`config.mk`:
```
export PLATFORM = sky130hd
export DESIGN_NAME = kbm_irq_gen
export DESIGN_NICKNAME = d
export VERILOG_FILES = /design/src/rtl/kbm_irq_pkg.sv /design/src/rtl/kbm_cfg_reg.sv /design/src/rtl/kbm_obf_track.sv /design/src/rtl/kbm_pulse_timer.sv /design/src/rtl/kbm_line_drv.sv /design/src/rtl/kbm_irq_gen.sv
export SDC_FILE = /design/constraint.sdc
export NUM_CORES = 1
export LEC_CHECK = 0
export ABC_AREA = 1
export BUFFER_PORTS_ARGS = -buffer_cell sky130_fd_sc_hd__buf_2
export CAP_MARGIN = 0
export CORE_UTILIZATION = 45
export DETAILED_ROUTE_END_ITERATION = 8
export MAX_ROUTING_LAYER = met4
export PLACE_DENSITY = 0.72
export SLEW_MARGIN = 20
export SYNTH_ARGS = -nofsm -noshare
export SYNTH_HDL_FRONTEND = slang
export SYNTH_SLANG_ARGS = --single-unit
```
`constraint.sdc`:
```
create_clock -name clk -period 1.2 [get_ports clk]
set_input_delay 0.24 -clock clk [delete_from_list [all_inputs] [get_ports clk]]
set_output_delay 0.24 -clock clk [all_outputs]
set_load 0.005 [all_outputs]
```
`src/rtl/kbm_irq_pkg.sv`:
```
package kbm_irq_pkg;

    localparam int NCH    = 2;
    localparam int MODE_W = 2;

    localparam int MAX_PULSE = 1 << ((1 << MODE_W) - 2);
    localparam int CNT_W     = $clog2(MAX_PULSE + 1);

    typedef enum logic [0:0] {
        CH_KBD = 1'b0,
        CH_MOU = 1'b1
    } chan_e;

    typedef struct packed {
        logic              inv;
        logic [MODE_W-1:0] mode;
        logic [NCH-1:0]    sw_lvl;
        logic [NCH-1:0]    hw_en;
    } irq_cfg_t;

    function automatic logic [CNT_W-1:0] pulse_len(input logic [MODE_W-1:0] m);
        logic [CNT_W-1:0] r;
        r = '0;
        if (m != '0) begin
            r = CNT_W'(1) << (m - 1'b1);
        end
        return r;
    endfunction

endpackage

```
`src/rtl/kbm_cfg_reg.sv`:
```
module kbm_cfg_reg
    import kbm_irq_pkg::*;
(
    input  logic     clk,
    input  logic     rst,
    input  logic     we,
    input  irq_cfg_t wdata,
    output irq_cfg_t cfg_q
);

    always_ff @(posedge clk) begin
        if (rst) begin
            cfg_q <= '0;
        end else if (we) begin
            cfg_q <= wdata;
        end
    end

endmodule

```
`src/rtl/kbm_obf_track.sv`:
```
module kbm_obf_track
    import kbm_irq_pkg::*;
(
    input  logic  clk,
    input  logic  rst,
    input  logic  kbd_wr,
    input  logic  mou_wr,
    input  logic  host_rd,
    output logic  obf,
    output chan_e route,
    output logic  set_evt
);

    logic obf_q;

    always_ff @(posedge clk) begin
        if (rst) begin
            obf   <= 1'b0;
            obf_q <= 1'b0;
            route <= CH_KBD;
        end else begin
            obf_q <= obf;
            if (kbd_wr || mou_wr) begin
                obf <= 1'b1;
            end else if (host_rd) begin
                obf <= 1'b0;
            end
            if (kbd_wr) begin
                route <= CH_KBD;
            end else if (mou_wr) begin
                route <= CH_MOU;
            end
        end
    end

    assign set_evt = obf && !obf_q;

endmodule

```
`src/rtl/kbm_pulse_timer.sv`:
```
module kbm_pulse_timer
    import kbm_irq_pkg::*;
(
    input  logic              clk,
    input  logic              rst,
    input  logic              fire,
    input  logic [MODE_W-1:0] mode,
    input  chan_e             chan_in,
    output logic              pulse_on,
    output chan_e             pulse_ch
);

    logic [CNT_W-1:0] cnt;

    always_ff @(posedge clk) begin
        if (rst) begin
            cnt      <= '0;
            pulse_ch <= CH_KBD;
        end else if (fire && (mode != '0)) begin
            cnt      <= pulse_len(mode);
            pulse_ch <= chan_in;
        end else if (cnt != '0) begin
            cnt <= cnt - 1'b1;
        end
    end

    assign pulse_on = (cnt != '0);

endmodule

```
`src/rtl/kbm_line_drv.sv`:
```
module kbm_line_drv (
    input  logic hw_en,
    input  logic sw_lvl,
    input  logic level_mode,
    input  logic inv,
    input  logic obf_sel,
    input  logic pulse_sel,
    output logic line
);

    logic norm;

    always_comb begin
        norm = level_mode ? obf_sel : !pulse_sel;
        line = hw_en ? (norm ^ inv) : sw_lvl;
    end

endmodule

```
`src/rtl/kbm_irq_gen.sv`:
```
module kbm_irq_gen
    import kbm_irq_pkg::*;
(
    input  logic              clk,
    input  logic              rst,
    input  logic              kbd_data_wr,
    input  logic              mou_data_wr,
    input  logic              host_rd,
    input  logic              ctrl_we,
    input  logic [NCH-1:0]    ctrl_hw_en,
    input  logic [NCH-1:0]    ctrl_sw_lvl,
    input  logic [MODE_W-1:0] ctrl_mode,
    input  logic              ctrl_inv,
    output logic              irq_kbd,
    output logic              irq_mou,
    output logic              rb_kbd,
    output logic              rb_mou
);

    irq_cfg_t       cfg_wdata;
    irq_cfg_t       cfg_q;
    logic           obf;
    chan_e          route;
    logic           set_evt;
    logic           pulse_on;
    chan_e          pulse_ch;
    logic [NCH-1:0] line_vec;

    always_comb begin
        cfg_wdata.inv    = ctrl_inv;
        cfg_wdata.mode   = ctrl_mode;
        cfg_wdata.sw_lvl = ctrl_sw_lvl;
        cfg_wdata.hw_en  = ctrl_hw_en;
    end

    kbm_cfg_reg u_cfg (
        .clk   (clk),
        .rst   (rst),
        .we    (ctrl_we),
        .wdata (cfg_wdata),
        .cfg_q (cfg_q)
    );

    kbm_obf_track u_obf (
        .clk     (clk),
        .rst     (rst),
        .kbd_wr  (kbd_data_wr),
        .mou_wr  (mou_data_wr),
        .host_rd (host_rd),
        .obf     (obf),
        .route   (route),
        .set_evt (set_evt)
    );

    kbm_pulse_timer u_pulse (
        .clk      (clk),
        .rst      (rst),
        .fire     (set_evt),
        .mode     (cfg_q.mode),
        .chan_in  (route),
        .pulse_on (pulse_on),
        .pulse_ch (pulse_ch)
    );

    for (genvar ch = 0; ch < NCH; ch++) begin : g_line
        kbm_line_drv u_drv (
            .hw_en      (cfg_q.hw_en[ch]),
            .sw_lvl     (cfg_q.sw_lvl[ch]),
            .level_mode (cfg_q.mode == '0),
            .inv        (cfg_q.inv),
            .obf_sel    (obf && (route == chan_e'(ch))),
            .pulse_sel  (pulse_on && (pulse_ch == chan_e'(ch))),
            .line       (line_vec[ch])
        );
    end

    assign irq_kbd = line_vec[CH_KBD];
    assign irq_mou = line_vec[CH_MOU];
    assign rb_kbd  = line_vec[CH_KBD];
    assign rb_mou  = line_vec[CH_MOU];

endmodule

```
# == Yosys cells after proc, flatten, opt, wreduce, memory -nomap -nowiden ==
# Cells that the tools add are included.
# word_totals
reg_bits,14
output_inout_bits,4
word_cells,41
input_bits,13
# classes
reduce_logical,16
shift,1
n_addsub,2
mux,9
bitwise_logic,4
# op_table
cell,count
3-bit two-way mux,3
1-bit logical AND,6
1-bit two-way mux,6
2-bit nonzero test,3
1-bit zero test,3
3-bit nonzero test,1
1-bit by 2-bit left shift with 3-bit output (first input constant),1
3-bit by 1-bit subtractor with 3-bit output (second input constant),1
2-bit zero test,1
1-bit inverter,2
2-bit OR reduction,1
2-bit by 1-bit subtractor with 2-bit output (second input constant),1
1-bit bitwise XOR,2
1-bit logical OR,1

# == Longest topological paths before layout ==
# logic_depth
word_depth,6
depth_mapped,9
mapped_depth_nobuf,8

# == By module ==
# A second synthesis with hierarchy kept.
# unflattened
cells_unflattened,134
area_unflattened_um2,794.5
# by_module_without_submodules
mod,instances,cells_each,seq_area_each_um2,area_each_um2
kbm_cfg_reg,1,44,140.1,286.5
kbm_pulse_timer,1,37,80.1,235.2
kbm_line_drv,2,14,0.0,56.3
kbm_obf_track,1,14,60.1,106.4
kbm_irq_gen,1,11,0.0,53.8

# == Worst setup path before layout ==
# Ideal clock, no wire load.
# synth_path
path_kind,register to output
from,reg u_pulse.cnt[0]
to,out rb_kbd
path_slack_ps,-147
stages_incl_launch_ff,10
t_required_ps,960
t_arrival_ps,1107
path_buffers,1
path_cell_list,dfxtp_1 -> inv_1 -> ha_1 -> nand2_1 -> nand2_1 -> nand2_1 -> nand3_1 -> nand3_1 -> nand2_1 -> buf_4
# synth_via
elab_chain_len,6
# synth_lines
element,line,text
"start, declared",kbm_pulse_timer.sv:13,logic [CNT_W-1:0] cnt;
"start signal, assigned",kbm_pulse_timer.sv:20,cnt <= pulse_len(mode);
"start signal, assigned",kbm_pulse_timer.sv:23,cnt <= cnt - 1'b1;
3-bit nonzero test,kbm_pulse_timer.sv:27,assign pulse_on = (cnt != '0);
1-bit logical AND,kbm_irq_gen.sv:72,".pulse_sel (pulse_on && (pulse_ch == chan_e'(ch))),"
1-bit zero test,kbm_line_drv.sv:14,norm = level_mode ? obf_sel : !pulse_sel;
1-bit two-way mux,kbm_line_drv.sv:14,
1-bit bitwise XOR,kbm_line_drv.sv:15,line = hw_en ? (norm ^ inv) : sw_lvl;
1-bit two-way mux,kbm_line_drv.sv:15,
"end, declared",kbm_irq_gen.sv:16,"output logic rb_kbd,"
# No other way between the ends.

# == Worst setup path in the final report ==
# layout_path
from,reg u_pulse.cnt[1]
to,out rb_kbd
# The elaborated chain is that of the path after synthesis.

==> impl_metrics.py <==
metrics = {
    "synth": {
        "synth_top_family_by_area": "simple AND/OR/NAND/NOR gates",
        "synth-xor-area-share_pct": 2.50,
        "synth-compound-area-share_pct": 14.6,
        "ys_types": 19,
        "synth_fa_ha_area_share_pct": 3.57,
        "synth_area_um2": 701,
        "synth_seq_cells": 14,
        "netlist_instances": 100,
        "syn_nets": 115,
        "synth_top_area_cell": "dfxtp_1",
        "synth_warnings": 0,
        "synth.area.mux_share_pct": 0,
        "yosysSeqAreaShare_pct": 40.0,
        "synthSimpleGateAreaFrac_pct": 27.7,
        "syn_area_per_cell_um2": 7.01,
        "synth_top_cell_area_share_pct": 40.0,
        "yosys-top-cells-area": "dfxtp_1 40%, nand2_1 9.6%, nand3_1 7.9%",
    },
    "status": {
        "status": "finished with violations",
        "failed_checks": "setup timing",
    },
    "routing": {
        "post-route-drc-count": 0,
        "routed.top_layer": "met4",
        "first_pass_iters": 4,
        "viasPerCell": 4.83,
        "post_drt_wl_per_cell_um": 9.54,
        "drtIter0Drc": 15,
        "dr_total_vias": 667,
        "wl_met1_um": 688,
        "ant_nets": 0,
        "wl_met2_um": 589,
        "wl_um": 1320,
        "wl_met3_um": 33,
    },
    "timing": {
        "finalCritPeriodShare_pct": 128,
        "hold_viol": 0,
        "slew_viol_final": 0,
        "tightest_slew_ns": 0.299,
        "rsz0062_at_grt": "yes",
        "whs_ns": 0.140,
        "setup_violations": 4,
        "min_period_ns": 1.54,
        "timing.fmax_ghz": 0.650,
        "skew_ns": 0.00265,
        "setup_ws_ns": -0.339,
        "slew_headroom_pct": 80.0,
    },
    "placed_design": {
        "dp.cells": 134,
        "pre_cts_ws_ns": -0.0405,
        "gp_congestion": 0.796,
        "postPlaceCellArea_um2": 850,
        "dp_hpwl_um": 1050,
        "io_buffer_count": 16,
    },
    "cells_and_area": {
        "final.fill_count": 118,
        "final_area_um2": 893,
        "multi_input_area_um2": 367,
        "layout-drive-gt1-share_pct": 34.1,
        "antennaDiodeCount": 0,
        "ff_latch_area_um2": 283,
        "layout.nets": 139,
        "layout_commonest_cell": "buf_2",
        "fin_cells": 138,
        "syn_to_final_growth_pct": 27.5,
        "final_cell_mix": "16 x buf_2, 15 x nand2_1, 12 x dfxtp_1, 11 x inv_1, 11 x nand3_1",
    },
    "floorplanning": {
        "core.rowCount": 13,
        "die_x_um": 41.5,
        "die_height_um": 41.5,
        "ios": 17,
        "start_util_pct": 51.3,
        "die-area_um2": 1720,
        "coreArea_um2": 1370,
    },
    "setup_path": {
        "crit-reg2reg-launch": "u_pulse.cnt[1]$_SDFFE_PP0P_",
        "r2r_cells": 8,
        "critical_path_class": "flip-flop to output pin",
        "crit_fanout": 5,
        "r2r_slack_ns": 0.08,
        "worstPathArrival_ns": 1.30,
        "cp.required_ns": 0.96,
        "r2r_end": "u_pulse.cnt[1]$_SDFFE_PP0P_",
        "endpoint_kind": "output pin",
        "crit_path_start_kind": "flip-flop",
    },
    "global_route": {
        "overflow": 0,
        "grt_pass1_wl_um": 2120,
        "grt_max_degree": 13,
        "first_global_vias": 551,
        "antenna_found_initial": 0,
        "track_usage_pct": 16.0,
    },
    "cts": {
        "root_buffer": "clkbuf_4",
        "cts_buffers": 3,
        "clk_pin_slew_ns": 0.09,
        "tritoncts": "yes",
        "postCtsHoldBufs": 0,
        "clockBufferDepth": 2,
        "htree_levels": 1,
        "clk_latency_ns": 0.27,
        "cts_sinks": 14,
    },
    "power_and_ir_drop": {
        "power_frac_seq_pct": 37.2,
        "clockPowerShare_pct": 21.6,
        "intPower_mw": 1.03,
        "switching_share_pct": 34.2,
        "switchingPower_mw": 0.536,
        "p_leak_nw": 0.442,
        "ir_drop_uv": 808,
        "p_comb_share_pct": 41.2,
        "powerDensity_nw_per_um2": 1760,
    },
    "worst_hold_path": {
        "worstHoldStart": "kbd_data_wr",
        "min_to": "u_obf.route$_SDFFE_PP0P_",
        "worst_hold_path.num_cells": 2,
        "hp-class": "primary input to flip-flop",
    },
    "job": {
        "drv_cap": 0,
    },
}
worst max-delay path by stage:
stage | end | cells after the start | slack [ns] | startpoint
6_report | rb_kbd | 9 | -0.34 | u_pulse.cnt[1]$_SDFFE_PP0P_
3_3_place_gp | irq_kbd | 9 | -0.01 | u_pulse.cnt[1]$_SDFFE_PP0P_
5_1_grt | irq_mou | 9 | -0.43 | u_pulse.cnt[1]$_SDFFE_PP0P_
3_5_place_dp | rb_kbd | 9 | -0.04 | u_pulse.cnt[1]$_SDFFE_PP0P_
2_1_floorplan | rb_kbd | 9 | -0.03 | u_pulse.cnt[1]$_SDFFE_PP0P_
4_1_cts | irq_mou | 9 | -0.34 | u_pulse.cnt[1]$_SDFFE_PP0P_
per-layer routing:
layer | track usage [%] | up-vias
met1 | 20.3 | 286
met2 | 23.8 | 12
met5 | - | -
met3 | 5.22 | 2
li1 | - | 367
met4 | 5.81 | 0
per-stage QoR:
| step | power (mW) | setup TNS (ns) | util [%] |
|---|---|---|---|
| 2_1_floorplan | 1.04 | -0.0557 | - |
| 3_3_place_gp | 1.21 | -0.0425 | 62.2 |
| 3_5_place_dp | 1.23 | -0.128 | 62.2 |
| 4_1_cts | 1.58 | -1.37 | 65.0 |
| 5_1_grt | 1.70 | -1.70 | 65.4 |
| 6_report | 1.57 | -1.32 | 65.4 |
final cells by class:
cell class                 count  share of cell area (%)
multi-input combinational     67                    41.0
sequential                    14                    31.7
timing repair buffer          23                    14.8
inverter                      15                    6.30
clock buffer                   4                    4.06
tap                           15                    2.10
state kept, by name, summed over array words and instances (netlist names):
register / cells
u_obf.obf: 1
u_obf.obf_q: 1
u_cfg.cfg_q: 7
u_pulse.pulse_ch: 1
u_pulse.cnt: 3
u_obf.route: 1
what timing repair did:
item                                    4_1_cts  5_1_grt
setup buffers                                 0        0
pin swaps                                     1        0
endpoints found under the setup margin        4        6
gates resized for setup                       1        3
synthesized netlist by cell type:
cell type	count
buf_2	2
o31a_1	1
nand3_2	1
inv_1	13
nor2_1	10
dfxtp_1	14
nand3_1	11
ha_1	2
a21oi_1	7
nand2_1	18
xor2_1	2
nand4_1	1
buf_4	2
o21ai_0	8
nand2_2	2
nor3_1	1
inv_2	2
o21ai_1	2
a21oi_2	1
power groups by stage:
stage / registers (mW) / clock network, mW / logic, mW
after global placement: 0.592 / 0 / 0.621
after detailed placement: 0.595 / 0 / 0.633
after CTS: 0.584 / 0.347 / 0.645
after global routing: 0.591 / 0.371 / 0.739
after floorplan: 0.588 / 0 / 0.456
final: 0.584 / 0.338 / 0.646
kinds of logic after synthesis:
kind of cell / Yosys count
xor+xnor: 2
buf+inv: 19
compound gates: 19
fa+ha+maj: 2
flops: 14
simple gates: 44
worst max-delay path, stage by stage (launching register included):
cell and delay [ns]:
dfxtp_2 0.34, inv_2 0.05, ha_4 0.15, nand2_4 0.07
nand2_2 0.05, nand2_1 0.05, nand3_1 0.07, nand3_1 0.07
nand2_1 0.06, buf_2 0.12
(Power assumes the default switching activity.)
